**src/rtl/tick_timer_pkg.sv**
```systemverilog
package tick_timer_pkg;
  localparam int unsigned PERIOD_W = 28;
  localparam int unsigned DATA_W   = PERIOD_W + 4;

  typedef enum logic [1:0] {
    TM_OFF     = 2'd0,
    TM_RESTART = 2'd1,
    TM_ONESHOT = 2'd2,
    TM_CONT    = 2'd3
  } tt_mode_e;
endpackage

```
**src/rtl/tt_counter.sv**
```systemverilog
module tt_counter #(
  parameter int unsigned DATA_W = 32
) (
  input  logic              clk_i,
  input  logic              rst_ni,
  input  logic              we_i,
  input  logic [DATA_W-1:0] wdata_i,
  input  logic              run_i,
  input  logic              restart_i,
  output logic [DATA_W-1:0] count_o,
  output logic [DATA_W-1:0] count_inc_o
);
  logic [DATA_W-1:0] count_q;

  assign count_inc_o = count_q + DATA_W'(1);
  assign count_o     = count_q;

  always_ff @(posedge clk_i or negedge rst_ni) begin
    if (!rst_ni)        count_q <= '0;
    else if (we_i)      count_q <= wdata_i;   // write wins over increment
    else if (restart_i) count_q <= '0;
    else if (run_i)     count_q <= count_inc_o;
  end

  p_hold_r2: assert property (@(posedge clk_i) disable iff (!rst_ni)
    (!we_i && !run_i) |=> $stable(count_q));
  p_restart_r5: assert property (@(posedge clk_i) disable iff (!rst_ni)
    (restart_i && !we_i) |=> (count_q == '0));
  p_write_r10: assert property (@(posedge clk_i) disable iff (!rst_ni)
    we_i |=> (count_q == $past(wdata_i)));
endmodule

```
**src/rtl/tt_match.sv**
```systemverilog
module tt_match #(
  parameter int unsigned PERIOD_W = 28,
  parameter int unsigned DATA_W   = 32
) (
  input  logic                run_i,
  input  logic [DATA_W-1:0]   count_inc_i,
  input  logic [PERIOD_W-1:0] period_i,
  output logic                hit_o
);
  // only the low field takes part; upper count bits are free
  assign hit_o = run_i && (count_inc_i[PERIOD_W-1:0] == period_i);
endmodule

```
**src/rtl/tt_ctrl.sv**
```systemverilog
module tt_ctrl
  import tick_timer_pkg::*;
#(
  parameter int unsigned PERIOD_W = 28,
  localparam int unsigned DATA_W  = PERIOD_W + 4
) (
  input  logic                clk_i,
  input  logic                rst_ni,
  input  logic                we_i,
  input  logic [DATA_W-1:0]   wdata_i,
  input  logic                hit_i,
  output tt_mode_e            mode_o,
  output logic [PERIOD_W-1:0] period_o,
  output logic                stopped_o,
  output logic [DATA_W-1:0]   mode_word_o,
  output logic                irq_o
);
  localparam int unsigned IP_BIT = PERIOD_W;
  localparam int unsigned IE_BIT = PERIOD_W + 1;
  localparam int unsigned MD_LSB = PERIOD_W + 2;

  tt_mode_e            mode_q;
  logic [PERIOD_W-1:0] period_q;
  logic                ie_q, ip_q, stopped_q;
  logic                ip_d, stopped_d;

  always_comb begin
    ip_d = we_i ? wdata_i[IP_BIT] : ip_q;
    if (hit_i && ie_q) ip_d = 1'b1;   // a match is never lost to a write
    stopped_d = stopped_q;
    if (hit_i && mode_q == TM_ONESHOT) stopped_d = 1'b1;
    if (we_i) stopped_d = 1'b0;
  end

  always_ff @(posedge clk_i or negedge rst_ni) begin
    if (!rst_ni) begin
      mode_q    <= TM_OFF;
      period_q  <= '0;
      ie_q      <= 1'b0;
      ip_q      <= 1'b0;
      stopped_q <= 1'b0;
    end else begin
      ip_q      <= ip_d;
      stopped_q <= stopped_d;
      if (we_i) begin
        mode_q   <= tt_mode_e'(wdata_i[MD_LSB +: 2]);
        period_q <= wdata_i[PERIOD_W-1:0];
        ie_q     <= wdata_i[IE_BIT];
      end
    end
  end

  assign mode_o      = mode_q;
  assign period_o    = period_q;
  assign stopped_o   = stopped_q;
  assign mode_word_o = {mode_q, ie_q, ip_q, period_q};
  assign irq_o       = ip_q & ie_q;

  p_pend_set_r8: assert property (@(posedge clk_i) disable iff (!rst_ni)
    (hit_i && ie_q) |=> ip_q);
  p_pend_hold_r8: assert property (@(posedge clk_i) disable iff (!rst_ni)
    (!hit_i && !we_i) |=> $stable(ip_q));
  p_stop_r6: assert property (@(posedge clk_i) disable iff (!rst_ni)
    (hit_i && mode_q == TM_ONESHOT && !we_i) |=> stopped_q);
  p_resume_r6: assert property (@(posedge clk_i) disable iff (!rst_ni)
    we_i |=> !stopped_q);
endmodule

```
**src/rtl/tick_timer.sv**
```systemverilog
module tick_timer
  import tick_timer_pkg::*;
(
  input  logic        clk_i,
  input  logic        rst_ni,
  input  logic        tick_i,
  input  logic        reg_we_i,
  input  logic        reg_sel_i,
  input  logic [31:0] reg_wdata_i,
  output logic [31:0] reg_rdata_o,
  output logic        irq_o
);
  logic                cnt_we, mode_we, run, hit, restart, stopped;
  logic [DATA_W-1:0]   count, count_inc, mode_word;
  logic [PERIOD_W-1:0] period;
  tt_mode_e            mode;

  assign cnt_we  = reg_we_i && !reg_sel_i;
  assign mode_we = reg_we_i &&  reg_sel_i;
  assign run     = tick_i && (mode != TM_OFF) && !stopped && !cnt_we;
  assign restart = hit && (mode == TM_RESTART);

  tt_counter #(.DATA_W(DATA_W)) u_cnt (
    .clk_i, .rst_ni,
    .we_i(cnt_we), .wdata_i(reg_wdata_i),
    .run_i(run), .restart_i(restart),
    .count_o(count), .count_inc_o(count_inc)
  );

  tt_match #(.PERIOD_W(PERIOD_W), .DATA_W(DATA_W)) u_match (
    .run_i(run), .count_inc_i(count_inc), .period_i(period), .hit_o(hit)
  );

  tt_ctrl #(.PERIOD_W(PERIOD_W)) u_ctrl (
    .clk_i, .rst_ni,
    .we_i(mode_we), .wdata_i(reg_wdata_i), .hit_i(hit),
    .mode_o(mode), .period_o(period), .stopped_o(stopped),
    .mode_word_o(mode_word), .irq_o(irq_o)
  );

  assign reg_rdata_o = reg_sel_i ? mode_word : count;

  p_off_r3: assert property (@(posedge clk_i) disable iff (!rst_ni)
    (mode == TM_OFF && !cnt_we) |=> $stable(count));
  p_frozen_r6: assert property (@(posedge clk_i) disable iff (!rst_ni)
    (stopped && !reg_we_i) |=> $stable(count));
  p_no_hit_off_r3: assert property (@(posedge clk_i) disable iff (!rst_ni)
    (mode == TM_OFF) |-> !hit);
  p_cont_r7: assert property (@(posedge clk_i) disable iff (!rst_ni)
    (hit && mode == TM_CONT && !cnt_we) |=> (count[PERIOD_W-1:0] == $past(period)));
endmodule

```
**config.mk**
```make
export PLATFORM = sky130hd
export DESIGN_NAME = tick_timer
export DESIGN_NICKNAME = d
export VERILOG_FILES = /design/src/rtl/tick_timer_pkg.sv /design/src/rtl/tt_counter.sv /design/src/rtl/tt_match.sv /design/src/rtl/tt_ctrl.sv /design/src/rtl/tick_timer.sv
export SDC_FILE = /design/constraint.sdc
export NUM_CORES = 1
export LEC_CHECK = 0
export ABC_AREA = 1
export BUFFER_PORTS_ARGS = -buffer_cell sky130_fd_sc_hd__buf_2
export CORE_UTILIZATION = 40
export CTS_CLUSTER_SIZE = 30
export DETAILED_ROUTE_END_ITERATION = 8
export PLACE_DENSITY = 0.71
export SYNTH_ARGS = -nofsm -noshare
export SYNTH_HDL_FRONTEND = slang
export SYNTH_HIERARCHICAL = 1
export SYNTH_SLANG_ARGS = --single-unit
```
**constraint.sdc**
```tcl
create_clock -name clk_i -period 8 [get_ports clk_i]
set_clock_uncertainty 0.2 [all_clocks]
set_input_delay 0.8 -clock clk_i [delete_from_list [all_inputs] [get_ports clk_i]]
set_output_delay 0.8 -clock clk_i [all_outputs]
set_load 0.05 [all_outputs]
```
==> qor.yml <==
sta:
  fmax_ghz: 0.213
  worst_pin_slew_ns: 1.09
  hold_viol_final: 0
  fin_setup_tns_ns: 0
  rsz0062_at_grt: "no"
  finalCritPeriodShare: 0.588
  fin_crit_ns: 4.70
  drv_slew: 0
  slew_headroom: 0.276
  setup_viol_count_final: 0
cts:
  cts_sinks: 65
  cts_setup_buffers: 0
  cts.root.buffer_cell: "clkbuf_16"
  post_cts_resized: 0
  h-tree-depth: 3
  clockBufferDepth: 2
  clkTransAtPathRegs_ns: 0.06
  hold_buffers: 0
  cts_buffers: 9
  clock_latency_ns: 0.34
  cts_tree: "yes"
logic_synthesis:
  synth-seq-cells: 65
  syn_nets: 848
  yosysTopAreaCell: "dfrtp_1"
  synth_ff_type: "dfrtp_1"
  async_reset_ff_frac: 1.00
  synth_top_area_share: 0.317
  avgSynthCellArea_um2: 6.34
  ys_warn_count: 6
  synth_seq_area_share: 0.317
  synth_cell_types: 29
  syn_inst: 810
  synth_edf_count: 0
  synthTopCellsByArea: "dfrtp_1 (32%), nand2_1 (27%), nor2_1 (6.1%)"
  netlist_area_um2: 5130
worst_hold_path:
  hp-class: "flip-flop to flip-flop"
setup_path:
  crit_fanout: 34
  crit_required_ns: 8.03
  worst_ep_arrival_time_ns: 4.73
  path_class: "flip-flop to flip-flop"
  start_kind: "flip-flop"
  worst_setup_path_end_kind: "flip-flop"
route:
  routed_wl_um: 13600
  vias: 4749
  ant_nets: 0
  wl_per_cell_um: 13.4
  detail_route.vias_per_cell: 4.70
  dr.pass1.iters: 5
  drc: 0
  drt_iter0_drc: 365
flow_run:
  maxCapViolCount: 0
cells_and_area:
  n_antenna_cell: 0
  fin_nets: 872
  n_fill_cell: 1369
  area_delta_synth_final_pct: 7.63
  final_core_util: 0.440
  drive_gt1_frac: 0.166
pwr:
  ir_drop_mv: 0.137
  p_leak_nw: 3.15
  power_mw: 1.58
  powerDensity_nw_per_um2: 285
die:
  die-width_um: 115
  die_h_um: 115
  fp-row-count: 41
  initial_core_util: 0.408
  die_area_um2: 13300
  io_pins: 70
  core_area_um2: 12600
placement:
  port_buffers: 69
  gp_congestion: 0.959
  hpwlAfterDp_um: 9920
global_route:
  grt.overflow.total: 0
  antenna_found_initial: 0
  track_usage: 0.221
  grt_pass1_wl_um: 22500
  grt_pass1_vias: 4422
  grt_max_degree: 66
status:
  outcome: "complete, no violations"
==> metrics by stage <==
stage / instance area, µm² / setup slack [ns] / hold WS, ns / cells
after floorplan: 5130 / 5.10 / 0.265 / 810
after global placement: 5260 / 3.14 / 0.282 / 995
after detailed placement: 5260 / 3.06 / 0.292 / 995
after CTS: 5530 / 3.34 / 0.306 / 1010
after global routing: 5530 / 2.90 / 0.334 / 1010
final: 5530 / 3.30 / 0.300 / 1010
==> cell usage after synthesis (3+ instances only) <==
master      n
nor2_2      5
clkbuf_1    4
buf_6       9
buf_2       9
xor2_1      5
a21oi_1    60
xor2_2      5
nand3_1    12
xnor2_1     6
inv_1      76
buf_4      35
o21ai_0     5
nand3b_1    8
a22oi_1     3
nand2_2    27
nand2_1   369
nor2_1     84
dfrtp_1    65
nor2_4     10
==> state kept, by name (all words and copies together) (netlist names) <==
signal	cells
u_ctrl/mode_o	2
u_ctrl/ie_q	1
u_ctrl/period_o	28
u_cnt/count_o	32
u_ctrl/stopped_o	1
u_ctrl/ip_q	1
==> worst max-delay path, stage by stage, from the launching register on <==
cell and delay [ns]:
dfrtp_1 0.41, ha_1 0.26, inv_1 0.10, nor2_4 0.17
nand3b_1 0.16, nor2_1 0.13, nand2_1 0.07, and2_1 0.17
inv_1 0.05, nand2_1 0.09, nand2_1 0.08, nor2_1 0.04
nand2_1 0.06, nor2_1 0.05, nand2_1 0.05, nor2_1 0.06
nand2_1 0.07, nor2_1 0.04, nor2_2 0.10, buf_4 0.36
inv_1 0.13, nor2_4 0.62, inv_1 0.69, o21ai_0 0.34
inv_1 0.06
==> routing by layer <==
metal | GRT usage | wire, µm | vias to the layer above
met2 | 0.351 | 6150 | 142
met4 | 0.0649 | 142 | 0
li1 | - | - | 2467
met1 | 0.306 | 6440 | 2131
met3 | 0.0385 | 850 | 9
met5 | 0 | 0 | -
==> worst paths after layout <==
check / slack, ns / cells past startpoint / start / endpoint
worst max-delay path: 3.30 / 24 / u_cnt/count_o[1] / u_cnt/count_o[1]
worst min-delay path: 0.30 / 2 / u_ctrl/period_o[5] / u_ctrl/period_o[5]
worst max register to register: 3.30 / 24 / u_cnt/count_o[1] / u_cnt/count_o[1]
worst min register to register: 0.30 / 2 / u_ctrl/period_o[5] / u_ctrl/period_o[5]
max in group asynchronous: 6.58 / 2 / rst_ni / u_cnt/count_o[6]
min in group asynchronous: 0.46 / 2 / rst_ni / u_cnt/count_o[25]
==> cell type report <==
type                            count  area (µm²)  share of cell area
Tap cell                          172         215              0.0389
Clock inverter                      4        20.0             0.00362
Clock buffer                       11         243              0.0439
Multi-Input combinational cell    608        2750               0.497
Inverter                           78         305              0.0553
Sequential cell                    65        1630               0.294
Timing Repair Buffer               72         368              0.0666
==> placed cells by master, fill, tap and decap left out, types with 2 or more instances in the layout <==
| cell | synthesis | final |
|---|---|---|
| o21ai_0 | 5 | 5 |
| nor2_1 | 84 | 84 |
| nand2_4 | 2 | 2 |
| a22oi_1 | 3 | 3 |
| clkbuf_16 | 0 | 9 |
| buf_2 | 9 | 69 |
| nor2_2 | 5 | 5 |
| clkinv_2 | 0 | 4 |
| nand3b_1 | 8 | 8 |
| xor2_1 | 5 | 5 |
| xnor2_1 | 6 | 6 |
| nand3_1 | 12 | 12 |
| a21oi_1 | 60 | 60 |
| inv_1 | 76 | 76 |
| dfrtp_1 | 65 | 65 |
| and2_1 | 2 | 2 |
| nor2_4 | 10 | 10 |
| xor2_2 | 5 | 5 |
| nand2_2 | 27 | 27 |
| nand2_1 | 369 | 369 |
| buf_4 | 35 | 3 |
==> power breakdown <==
part	total (mW)	internal (mW)	switching, mW
registers	0.521	0.402	0.119
clock network	0.356	0.214	0.143
logic	0.699	0.215	0.484
==> cell families after synthesis <==
group / Yosys count / share of synthesized area
simple gates: 521 / 0.427
buf+inv: 137 / 0.148
compound gates: 70 / 0.0707
flops: 65 / 0.317
xor+xnor: 16 / 0.0346
fa+ha+maj: 1 / 0.00244
No activity file was read; power rests on OpenSTA's default activity.
